### src/rtl/rpg_pkg.sv
package rpg_pkg;
  typedef enum logic [1:0] {
    PG_ON    = 2'd0,
    PG_WAIT  = 2'd1,
    PG_OFF   = 2'd2,
    PG_WAKE  = 2'd3
  } pg_state_t;
endpackage

### src/rtl/rpg_fsm.sv
module rpg_fsm
  import rpg_pkg::*;
#(
  parameter int IDLE_CYC = 4,
  parameter int HOLD_CYC = 10,
  parameter int WAKE_CYC = 8
) (
  input  logic clk,
  input  logic rst,
  input  logic idle_i,
  input  logic wake_i,
  input  logic pgood_i,
  output logic sleep_o,
  output logic ready_o,
  output logic bypass_o
);
  localparam int MAX_A = (IDLE_CYC > HOLD_CYC) ? IDLE_CYC : HOLD_CYC;
  localparam int MAX_C = (MAX_A > WAKE_CYC) ? MAX_A : WAKE_CYC;
  localparam int CNT_W = $clog2(MAX_C + 1);
  localparam logic [CNT_W-1:0] IDLE_LAST = CNT_W'(IDLE_CYC - 1);
  localparam logic [CNT_W-1:0] HOLD_LAST = CNT_W'(HOLD_CYC - 1);
  localparam logic [CNT_W-1:0] WAKE_LAST = CNT_W'(WAKE_CYC - 1);

  pg_state_t st_q, st_n;
  logic [CNT_W-1:0] cnt_q, cnt_n;
  logic pend_q, pend_n;
  logic up_n;

  always_comb begin
    st_n   = st_q;
    cnt_n  = cnt_q;
    pend_n = pend_q;
    unique case (st_q)
      PG_ON: begin
        cnt_n  = '0;
        pend_n = 1'b0;
        if (idle_i && !wake_i) begin
          if (IDLE_LAST == '0) begin
            st_n = PG_OFF;
          end else begin
            st_n  = PG_WAIT;
            cnt_n = CNT_W'(1);
          end
        end
      end
      PG_WAIT: begin
        if (!idle_i || wake_i) begin
          st_n  = PG_ON;
          cnt_n = '0;
        end else if (cnt_q == IDLE_LAST) begin
          st_n  = PG_OFF;
          cnt_n = '0;
        end else begin
          cnt_n = cnt_q + 1'b1;
        end
      end
      PG_OFF: begin
        pend_n = pend_q | wake_i;
        if (cnt_q == HOLD_LAST && (pend_q || wake_i)) begin
          st_n   = PG_WAKE;
          cnt_n  = '0;
          pend_n = 1'b0;
        end else if (cnt_q != HOLD_LAST) begin
          cnt_n = cnt_q + 1'b1;
        end
      end
      PG_WAKE: begin
        if (cnt_q == WAKE_LAST && pgood_i) begin
          st_n  = PG_ON;
          cnt_n = '0;
        end else if (cnt_q != WAKE_LAST) begin
          cnt_n = cnt_q + 1'b1;
        end
      end
      default: st_n = PG_ON;
    endcase
  end

  assign up_n = (st_n == PG_ON) || (st_n == PG_WAIT);

  always_ff @(posedge clk) begin
    if (rst) begin
      st_q     <= PG_ON;
      cnt_q    <= '0;
      pend_q   <= 1'b0;
      sleep_o  <= 1'b0;
      ready_o  <= 1'b1;
      bypass_o <= 1'b0;
    end else begin
      st_q     <= st_n;
      cnt_q    <= cnt_n;
      pend_q   <= pend_n;
      sleep_o  <= (st_n == PG_OFF);
      ready_o  <= up_n;
      bypass_o <= !up_n;
    end
  end

  // Checker: length of the current gated stretch, saturating.
  localparam int OFFL_W = $clog2(HOLD_CYC + 2);
  localparam logic [OFFL_W-1:0] OFFL_MAX = OFFL_W'(HOLD_CYC + 1);
  logic [OFFL_W-1:0] off_len;
  always_ff @(posedge clk) begin
    if (rst) off_len <= '0;
    else if (!sleep_o) off_len <= '0;
    else if (off_len != OFFL_MAX) off_len <= off_len + 1'b1;
  end

  assert_min_off_R4: assert property (@(posedge clk) disable iff (rst)
    $fell(sleep_o) |-> (off_len >= OFFL_W'(HOLD_CYC)));
  assert_gate_on_idle_R2: assert property (@(posedge clk) disable iff (rst)
    $rose(sleep_o) |-> $past(idle_i));
  assert_exclusive_R2: assert property (@(posedge clk) disable iff (rst)
    !(sleep_o && ready_o));
  assert_ready_pgood_R7: assert property (@(posedge clk) disable iff (rst)
    $rose(ready_o) |-> $past(pgood_i));
  assert_bypass_R8: assert property (@(posedge clk) disable iff (rst)
    bypass_o != ready_o);
endmodule

### src/rtl/rpg_hwm.sv
module rpg_hwm #(
  parameter int OCC_W      = 4,
  parameter int HW_PERSIST = 3
) (
  input  logic             clk,
  input  logic             rst,
  input  logic [OCC_W-1:0] occ_i,
  input  logic [OCC_W-1:0] thr_i,
  output logic             req_o
);
  localparam int PW = $clog2(HW_PERSIST + 1);
  localparam logic [PW-1:0] P_LAST = PW'(HW_PERSIST - 1);

  logic [PW-1:0] run_q;
  logic          above;

  assign above = (occ_i >= thr_i);

  always_ff @(posedge clk) begin
    if (rst) begin
      run_q <= '0;
      req_o <= 1'b0;
    end else if (!above) begin
      run_q <= '0;
      req_o <= 1'b0;
    end else if (run_q == P_LAST) begin
      req_o <= 1'b1;
    end else begin
      run_q <= run_q + 1'b1;
    end
  end

  assert_req_above_R9: assert property (@(posedge clk) disable iff (rst)
    req_o |-> $past(above));
  assert_req_rise_R9: assert property (@(posedge clk) disable iff (rst)
    $rose(req_o) |-> $past(run_q == P_LAST));
endmodule

### src/rtl/rpg_ctrl.sv
module rpg_ctrl #(
  parameter int IDLE_CYC   = 4,
  parameter int HOLD_CYC   = 10,
  parameter int WAKE_CYC   = 8,
  parameter int OCC_W      = 4,
  parameter int HW_PERSIST = 3
) (
  input  logic             clk,
  input  logic             rst,
  input  logic             router_idle_i,
  input  logic             col_wake_i,
  input  logic             pwr_good_i,
  input  logic [OCC_W-1:0] bypass_occ_i,
  input  logic [OCC_W-1:0] hw_thresh_i,
  output logic             sleep_o,
  output logic             ready_o,
  output logic             bypass_sel_o,
  output logic             col_wake_req_o
);
  logic wake_any;

  // the node's own request joins the column request.
  assign wake_any = col_wake_i | col_wake_req_o;

  rpg_hwm #(.OCC_W(OCC_W), .HW_PERSIST(HW_PERSIST)) u_hwm (
    .clk   (clk),
    .rst   (rst),
    .occ_i (bypass_occ_i),
    .thr_i (hw_thresh_i),
    .req_o (col_wake_req_o)
  );

  rpg_fsm #(.IDLE_CYC(IDLE_CYC), .HOLD_CYC(HOLD_CYC), .WAKE_CYC(WAKE_CYC)) u_fsm (
    .clk      (clk),
    .rst      (rst),
    .idle_i   (router_idle_i),
    .wake_i   (wake_any),
    .pgood_i  (pwr_good_i),
    .sleep_o  (sleep_o),
    .ready_o  (ready_o),
    .bypass_o (bypass_sel_o)
  );

  assert_reset_R1: assert property (@(posedge clk)
    $past(rst) |-> (!sleep_o && ready_o && !col_wake_req_o));
endmodule

### config.mk
export PLATFORM = sky130hd
export DESIGN_NAME = rpg_ctrl
export DESIGN_NICKNAME = d
export VERILOG_FILES = /design/src/rtl/rpg_pkg.sv /design/src/rtl/rpg_fsm.sv /design/src/rtl/rpg_hwm.sv /design/src/rtl/rpg_ctrl.sv
export SDC_FILE = /design/constraint.sdc
export NUM_CORES = 1
export LEC_CHECK = 0
export BUFFER_PORTS_ARGS = -buffer_cell sky130_fd_sc_hd__buf_4
export CAP_MARGIN = 25
export CORE_MARGIN = 2
export CORE_UTILIZATION = 30
export CTS_BUF_LIST = sky130_fd_sc_hd__clkbuf_16
export CTS_CLUSTER_SIZE = 16
export DETAILED_ROUTE_END_ITERATION = 8
export HOLD_SLACK_MARGIN = 0.03
export PLACE_DENSITY_LB_ADDON = 0.08
export SLEW_MARGIN = 20
export SYNTH_ARGS = -nofsm -noshare
export SYNTH_HDL_FRONTEND = slang
export SYNTH_SLANG_ARGS = --single-unit
### constraint.sdc
create_clock -name clk -period 3.4 [get_ports clk]
set_clock_uncertainty 0.2 [all_clocks]
set_input_delay 0.17 -clock clk [delete_from_list [all_inputs] [get_ports clk]]
set_output_delay 0.17 -clock clk [all_outputs]
set_load 0.03 [all_outputs]
# Word level (Yosys, flattened, before mapping)
# Index checks and enable logic that the tools add are counted.
word_totals:
  regBits: 13
  inputBits: 13
  out_inout_bits: 4
  word_cells: 57
classes:
  n_addsub: 2
  n_lt_le_gt_ge: 1
  n_eq_ne: 13
  mux: 16
  n_bitwise: 3
  reduce_logical: 14
ops:
  columns: ["operator", "count"]
  rows:
  - ["2-to-1 mux 4 bit", 6]
  - ["one-hot mux 4 bit (4 select lines)", 1]
  - ["2-to-1 mux 2 bit", 5]
  - ["== test 2 bit, second input constant", 4]
  - ["one-hot mux 2 bit (4 select lines)", 1]
  - ["inequality test 3 x 1 -> 1 bit, second input constant", 2]
  - ["adder 4 x 1 -> 4 bit, second input constant", 1]
  - ["== test 2 x 1 -> 1 bit, second input constant", 2]
  - ["== test 4 x 2 -> 1 bit, second input constant", 1]
  - ["== test 4 x 3 -> 1 bit, second input constant", 1]
  - ["== test 4 bit, second input constant", 1]
  - ["greater-or-equal comparator 4 bit", 1]
  - ["logical NOT 2 bit", 2]
  - ["inequality test 4 x 3 -> 1 bit, second input constant", 1]
  - ["inequality test 4 bit, second input constant", 1]
  - ["logical AND 1 bit", 3]
  - ["logical NOT 1 bit", 3]
  - ["logical OR 1 bit", 3]
  - ["adder 2 x 1 -> 2 bit, second input constant", 1]
  - ["2-to-1 mux 1 bit", 2]
  - ["OR 1 bit", 2]
  - ["one-hot mux 1 bit (2 select lines)", 1]
  - ["AND reduction 2 bit", 1]
  - ["nonzero test 2 bit", 1]
  - ["other kinds (2)", 2]

# Logic depth before layout (Yosys ltp)
# Gate-level depths: netlist of the first run.
logic_depth:
  word_depth: 8
  ltp_mapped: 7
  ltp_nobuf: 7

# By module
# A second synthesis of the first run with hierarchy kept.
unflattened:
  cells_unflattened: 83
  area_unflattened_um2: 758.2
by_module_without_submodules:
  columns: ["module", "instances", "cells_each", "area_per_inst_um2", "seq_area_each_um2"]
  rows:
  - ["rpg_fsm", 1, 58, 546.8, 200.2]
  - ["rpg_hwm", 1, 24, 205.2, 60.1]
  - ["rpg_ctrl", 1, 1, 6.3, 0.0]

# Worst setup path after synthesis of the first run
# Ideal clock, no wire load.
synth_timing:
  path_kind: "reg2reg"
  from: "reg u_hwm.req_o"
  to: "reg u_fsm.cnt_q[0]"
  setup_time_ns: 0.075
  arrival_time_ns: 1.971
  t_required_ns: 3.125
  setup_slack_ns: 1.155
  stages_incl_launch_ff: 6
  path_buffers: 0
  period_less_slack_ns: 2.245
  path_cell_list: "dfxtp_1 or4b_4 or4b_1 o221ai_2 or3b_1 o21ai_0"
synth_via:
  elab_chain_len: 5
  elab_cells_between_ends: 12
  cone_classes: "eq/ne (1); mux (4); bitwise (1); reduce/logical (6)"
synth_rtl:
  columns: ["item", "line_no", "rtl"]
  rows:
  - ["start, declared", "rpg_hwm.sv:9", "output logic req_o"]
  - ["start signal, assigned", "rpg_hwm.sv:22", "req_o <= 1'b0;"]
  - ["start signal, assigned", "rpg_hwm.sv:25", "req_o <= 1'b0;"]
  - ["start signal, assigned", "rpg_hwm.sv:27", "req_o <= 1'b1;"]
  - ["OR 1 bit *", "rpg_ctrl.sv:23", "assign wake_any = col_wake_i | col_wake_req_o;"]
  - ["logical OR 1 bit or logical NOT 1 bit (tied branches)", "rpg_fsm.sv:59, rpg_fsm.sv:37", null]
  - ["logical AND 1 bit, on equally long branches", "rpg_fsm.sv:59, rpg_fsm.sv:37", null]
  - ["2-to-1 mux 4 bit (tied with other cells)", "rpg_fsm.sv:59", "if (cnt_q == HOLD_LAST && (pend_q || wake_i)) begin"]
  - ["one-hot mux 4 bit (4 select lines) or AND reduction 2 bit (tied branches)", null, null]
  - ["end signal, assigned", "rpg_fsm.sv:91", "cnt_q <= cnt_n;"]
  - ["end, declared", "rpg_fsm.sv:25", "logic [CNT_W-1:0] cnt_q, cnt_n;"]
# Every way passes the cells marked *; elsewhere a longest branch is shown, timed or not.
# A chain may end at the register's enable or synchronous reset.

# Worst setup path in the final report of the first run
layout_timing:
  from: "reg u_fsm.st_q[1]"
  to: "reg u_fsm.cnt_q[0]"
layout_via:
  elab_chain_len: 3
  elab_cells_between_ends: 8
  cone_classes: "eq/ne (5); mux (1); reduce/logical (2)"
layout_rtl:
  columns: ["item", "line_no", "rtl"]
  rows:
  - ["start, declared", "rpg_fsm.sv:24", "pg_state_t st_q, st_n;"]
  - ["start signal, assigned", "rpg_fsm.sv:90", "st_q <= st_n;"]
  - ["== test 2 bit", "rpg_fsm.sv:33", "unique case (st_q)"]
  - ["inequality test 3 x 1 -> 1 bit (no line)", null, null]
  - ["AND reduction 2 bit (no line)", null, null]
# Several ways; a longest one is shown, not always the timed one.

==> results of run 1 <==
[state kept, by name (all words and copies together), names as in the netlist]
| signal | flops |
|---|---|
| u_fsm.ready_o | 1 |
| u_hwm.req_o | 1 |
| u_fsm.bypass_o | 1 |
| u_fsm.sleep_o | 1 |
| u_fsm.cnt_q | 4 |
| u_fsm.st_q | 2 |
| u_fsm.pend_q | 1 |
| u_hwm.run_q | 2 |
[Yosys cell counts (all sizes together), types with 2 or more instances]
master	instances	area share [%]
nor3	8	5.3
o21ai	3	2.0
inv	11	5.4
nand2	2	0.99
a21o	3	3.0
clkbuf	2	0.99
ha	7	12
nor2	9	4.4
or4b	2	3.1
dfxtp	13	34
nand3b	3	3.0
a21oi	5	3.3
[report_power, final]
part / switching (mW) / internal, mW / leakage (nW) / total (mW)
Combinational: 0.0259 / 0.0291 / 0.296 / 0.0550
Clock: 0.0631 / 0.155 / 0.0423 / 0.218
Sequential: 0.00672 / 0.160 / 0.106 / 0.167
[critical path, delay by kind of cell (launching register included)]
family | cells | cell delay, ps
simple gates | 3 | 1400
compound gates | 2 | 170
flops | 1 | 380
[layer usage]
metal | share of wire (%) | vias to the layer above
met5 | 0 | -
met4 | 0 | 0
met3 | 4.1 | 0
met2 | 46 | 15
met1 | 50 | 273
li1 | - | 347
[final timing paths]
path              depth (start not counted)  slack, ps                     endpoint                       from
setup / recovery                          5       1180  u_fsm.cnt_q[0]$_SDFFE_PP0P_   u_fsm.st_q[1]$_SDFF_PP0_
hold / removal                            3         40  u_fsm.cnt_q[2]$_SDFFE_PP0P_              router_idle_i
setup reg to reg                          5       1180  u_fsm.cnt_q[0]$_SDFFE_PP0P_   u_fsm.st_q[1]$_SDFF_PP0_
hold reg to reg                           2        340    u_fsm.pend_q$_SDFFE_PP0P_  u_fsm.pend_q$_SDFFE_PP0P_
[final cells by class]
type	count	area, um^2
clock buffer	3	75.1
fill	270	1440
multi-input combinational	62	440
timing repair buffer	17	130
sequential	13	260
tap	30	37.5
inverter	11	41.3
clock inverter	1	3.75
[cell families after synthesis]
group	count (synthesis)
AO/OA/AOI/OAI	18
AND/OR/NAND/NOR	35
buffers and inverters	14
XOR/XNOR	1
flip-flops	13
adder cells (fa/ha/maj)	7
multiplexers	1
[repair_timing]
item | 4_1_cts | 5_1_grt
hold buffers | 1 | 0
setup buffers | 0 | 0
endpoints found under the hold margin | 6 | 0
==> out/qor.txt, run 1 <==
Pwr Total = 0.440 mW
vias in the first global route = 604
Max Clk Rate = 450 MHz
Fin. Hold Viols = 0
largest family of logic cells by synthesized area = simple AND/OR/NAND/NOR gates
Gate Count Post-Synth = 89
CP Data Arrival Time = 2190 ps
grt met3 use = 2.46%
Slew Limit Fails = 0
chip width = 54.4 um
worst-path cell chain = or4b_4 -> or4b_1 -> o221ai_2 -> or3b_1 -> o21ai_0
initial antenna violation count = 0
Post-Place Cell Area = 900 um^2
Vias = 635
Ys Warns = 0
mapped cell area = 761 um^2
# rows = 18
Setup WS post-layout = 1180 ps
GRT Total Usage = 12.1%
Resize count post-CTS = 0
first-pass iteration count of the detailed router = 4
die area = 2950 um^2
nets@finish = 128
CTS Sinks = 13
setup TNS = 0 ps
RSZ-0062 raised after global routing = no
largest net degree at the start of global routing = 13
prevailing post-synth register cell = dfxtp_1
clock-pin slew on the worst setup and hold paths = 50 ps
Die Y = 54.4 um
I/O Buffers = 16
critical path launch point type = flip-flop
GR met2 Demand/Resource = 18.7%
post-synthesis sequential area ratio = 34.2%
EDFF count, synth = 0
met1 GRT Util = 16.3%
H-tree depth = 1
hold_ws = 38.2 ps
Setup Viol. Count Final = 0
WL final = 1410 um
most common cell after layout, fill and taps aside = buf_4
DRT antenna net count = 0
Yosys reg bits = 13
GR peak layer = met2
Setup CP Type = reg2reg
WL/cell = 10.3 um
clock buffer depth = 2
status = finished clean
post-synthesis mux area share = 1.32%
IO Count = 17
Compound-Gate Fraction of Synth Area = 16.6%
dpl hpwl = 1110 um
share of layout cells above drive strength 1 = 20.6%
TritonCTS buffer count = 3
CTS tree = built
VDD IR max = 272 uV
Clock Tree Root = clkbuf_16
core area = 2430 um^2
fin util = 40.6%
Post-Synth XOR/XNOR Area = 1.15%
Overflow after GRT = 0
# Max-Cap Violations = 0
vias per cell = 4.64
Slew @ Worst Pin = 433 ps
Slowest cell on crit path = or4b_4
fin crit share = 65.3%
worst endpoint required time = 3370 ps
drt drc = 0
number of unique standard cell types used by synthesis = 34
Pwr Density = 445 nW/um^2
dpl ws = 1200 ps
Syn Nets = 109
Design Area, Final = 988 um^2
Placed Instances = 132
non-filler cells, final = 137
Slew HR = 71.1%
Tightest Hold Check Type = in2reg
Mean Syn Cell Area = 8.55 um^2
Critical Path End Type = flip-flop
Max FO, Critical Path = 9
GPL Wtd Cong = 0.665
ys async rst share = 0%
Tmin final = 2220 ps
Leak = 0.444 nW
adder-cell share of the synthesized area = 11.5%
clk_lat worst skew = 240 ps
Initial Util = 31.3%
Simple-Gate Fraction of Synth Area = 27.3%
first-pass GRT wire length = 2590 um
Initial DRC Count = 6
Area Growth Syn to Fin = 29.9%
Antenna diodes = 0
Slowest Stage Delay on Critical Path = 550 ps
commonest cells after routing, fill and taps aside = 16 x buf_4, 13 x dfxtp_1, 12 x inv_1
(Power assumes the default switching activity.)
==> run 2, diff against run 1 <==
- clock period: 3.4 -> 1.9 ns (I/O delays scaled with it)
==> out/qor.txt, run 2 (synthesis results as in run 1) <==
status = finished, violations left (was finished clean)
failing checks = setup timing
first-pass iteration count of the detailed router = 4 (unchanged)
Placed Instances = 148 (was 132)
largest registers = u_fsm.cnt_q x4, u_fsm.st_q x2, u_hwm.run_q x2 (unchanged)
I/O Buffers = 16 (unchanged)
GRT Total Usage = 13.8% (was 12.1%)
Top delay family on crit path = simple AND/OR/NAND/NOR gates (unchanged)
worst endpoint required time = 1870 ps (was 3370 ps)
nets@finish = 145 (was 128)
Setup WS post-layout = -205 ps (was 1180 ps)
IO Count = 17 (unchanged)
Antenna diodes = 0 (unchanged)
fill cell count = 273 (was 270)
clock buffer depth = 2 (unchanged)
Largest Register = u_fsm.cnt_q (unchanged)
FF-to-FF Start = u_fsm.st_q[1]$_SDFF_PP0_ (unchanged)
drt drc = 0 (unchanged)
Initial DRC Count = 7 (was 6)
Max Clk Rate = 475 MHz (was 450 MHz)
vias per cell = 4.90 (was 4.64)
WL/cell = 11.3 um (was 10.3 um)
Sw Share = 21.9% (was 21.8%)
most used cell, CP = or4b_4
Post-Place Cell Area = 1020 um^2 (was 900 um^2)
P_sw = 0.178 mW (was 0.0957 mW)
Tightest Hold Check Type = in2reg (unchanged)
Slew @ Worst Pin = 337 ps (was 433 ps)
TritonCTS buffer count = 3 (unchanged)
Slew HR = 77.4% (was 71.1%)
non-filler cells, final = 154 (was 137)
Setup CP Type = reg2reg (unchanged)
Fin. Hold Viols = 0 (unchanged)
Slowest cell on crit path = or4b_4 (unchanged)
CTS tree = built (unchanged)
VDD IR max = 616 uV (was 272 uV)
DRT antenna net count = 0 (unchanged)
clk_lat worst skew = 240 ps (about the same)
commonest cells after routing, fill and taps aside = 33 x buf_4, 12 x inv_1, 11 x dfxtp_1 (was 16 x buf_4, 13 x dfxtp_1, 12 x inv_1)
Critical Path End Type = flip-flop (unchanged)
Design Area, Final = 1160 um^2 (was 988 um^2)
most common cell after layout, fill and taps aside = buf_4 (unchanged)
CP Data Arrival Time = 2080 ps (was 2190 ps)
Initial Util = 31.3% (unchanged)
H-tree depth = 1 (unchanged)
core area = 2430 um^2 (unchanged)
Clock Tree Root = clkbuf_16 (unchanged)
Leak = 0.546 nW (was 0.444 nW)
clock-pin slew on the worst setup and hold paths = 50 ps (about the same)
max FFs per register = 4 (unchanged)
share of layout cells above drive strength 1 = 38.7% (was 20.6%)
Slowest Stage Delay on Critical Path = 510 ps (was 550 ps)
# rows = 18 (unchanged)
Max FO, Critical Path = 2 (was 9)
die area = 2950 um^2 (unchanged)
Setup Viol. Count Final = 3 (was 0)
Overflow after GRT = 0 (unchanged)
Bufs and invs on worst path = 0 (unchanged)
Logic pwr share = 16.0% (was 12.5%)
WL final = 1740 um (was 1410 um)
vias in the first global route = 686 (was 604)
Slew Limit Fails = 0 (unchanged)
# Max-Cap Violations = 0 (unchanged)
RSZ-0062 raised after global routing = yes (was no)
internal power = 0.633 mW (was 0.344 mW)
chip width = 54.4 um (unchanged)
largest net degree at the start of global routing = 12 (was 13)
worst-path cell chain = or4b_4 -> or4b_4 -> o221ai_4 -> or3b_1 -> o21ai_1 (was or4b_4 -> or4b_1 -> o221ai_2 -> or3b_1 -> o21ai_0)
Die Y = 54.4 um (unchanged)
Vias = 755 (was 635)
clock group share of total power = 47.9% (was 49.6%)
critical path launch point type = flip-flop (unchanged)
GPL Wtd Cong = 0.716 (was 0.665)
fin crit share = 111% (was 65.3%)
first-pass GRT wire length = 2920 um (was 2590 um)
CTS Sinks = 13 (unchanged)
Tmin final = 2100 ps (was 2220 ps)
Pwr Total = 0.811 mW (was 0.440 mW)
Worst Min Path Start = col_wake_i (was router_idle_i)
Area Growth Syn to Fin = 53.1% (was 29.9%)
initial antenna violation count = 0 (unchanged)
dpl hpwl = 1350 um (was 1110 um)
Pwr Density = 696 nW/um^2 (was 445 nW/um^2)
Critical Path Start = u_fsm.st_q[1]$_SDFF_PP0_ (unchanged)
share of power burned in registers = 36.1% (was 37.9%)
==> run 2: final timing paths <==
check	endpoint	slack [ps]	cells after the start
max	u_fsm.cnt_q[0]$_SDFFE_PP0P_	-200	5
min reg2reg	u_fsm.pend_q$_SDFFE_PP0P_	330	2
min	u_fsm.cnt_q[2]$_SDFFE_PP0P_	100	5
max reg2reg	u_fsm.cnt_q[0]$_SDFFE_PP0P_	-200	5
==> run 2: per-layer routing <==
layer  up-vias  global-route usage (%)  routed length [um]
met1       357                    17.8                 805
met2        15                    23.3                 847
met4         0                    3.75                  14
met3         2                    2.46                  73
li1        381                       -                   -
met5         -                       0                   0
==> run 2: worst min-delay path: cells and delay by family <==
kind / cells / cell delay, ps
AND/OR/NAND/NOR: 2 / 140
buffers and inverters: 2 / 200
AO/OA/AOI/OAI: 1 / 60
==> run 2: cell type report <==
class | count | area, um^2 | area share [%]
Sequential cell | 13 | 265 | 22.8
Multi-Input combinational cell | 62 | 484 | 41.6
Clock inverter | 1 | 3.75 | 0.322
Clock buffer | 3 | 75.1 | 6.44
Tap cell | 30 | 37.5 | 3.22
Inverter | 11 | 41.3 | 3.54
Timing Repair Buffer | 34 | 258 | 22.1
==> run 2: stage by stage <==
stage / TNS (ps) / hold slack, ps / util (%) / setup WS (ps)
2_1_floorplan: -262 / 70.6 / - / -262
3_3_place_gp: -280 / 179 / 42.1 / -206
3_5_place_dp: -308 / 183 / 42.1 / -226
4_1_cts: -491 / 94.7 / 46.3 / -228
5_1_grt: -579 / 129 / 47.9 / -246
6_report: -416 / 96.9 / 47.9 / -205
==> run 2: repair_timing <==
action | 4_1_cts | 5_1_grt
setup buffers | 1 | 0
hold buffers | 1 | 0
setup endpoints to repair | 4 | 6
pin swaps | 2 | 1
gates resized for setup | 2 | 8
gates cloned | 0 | 0
hold endpoints to repair | 9 | 0
==> run 2: power groups by stage <==
stage	clock network (mW)	logic, mW	registers, mW
floorplan	0	0.0603	0.304
detailed placement	0	0.123	0.297
finish	0.388	0.130	0.293
CTS	0.399	0.127	0.292
global route	0.415	0.145	0.294
global placement	0	0.120	0.297
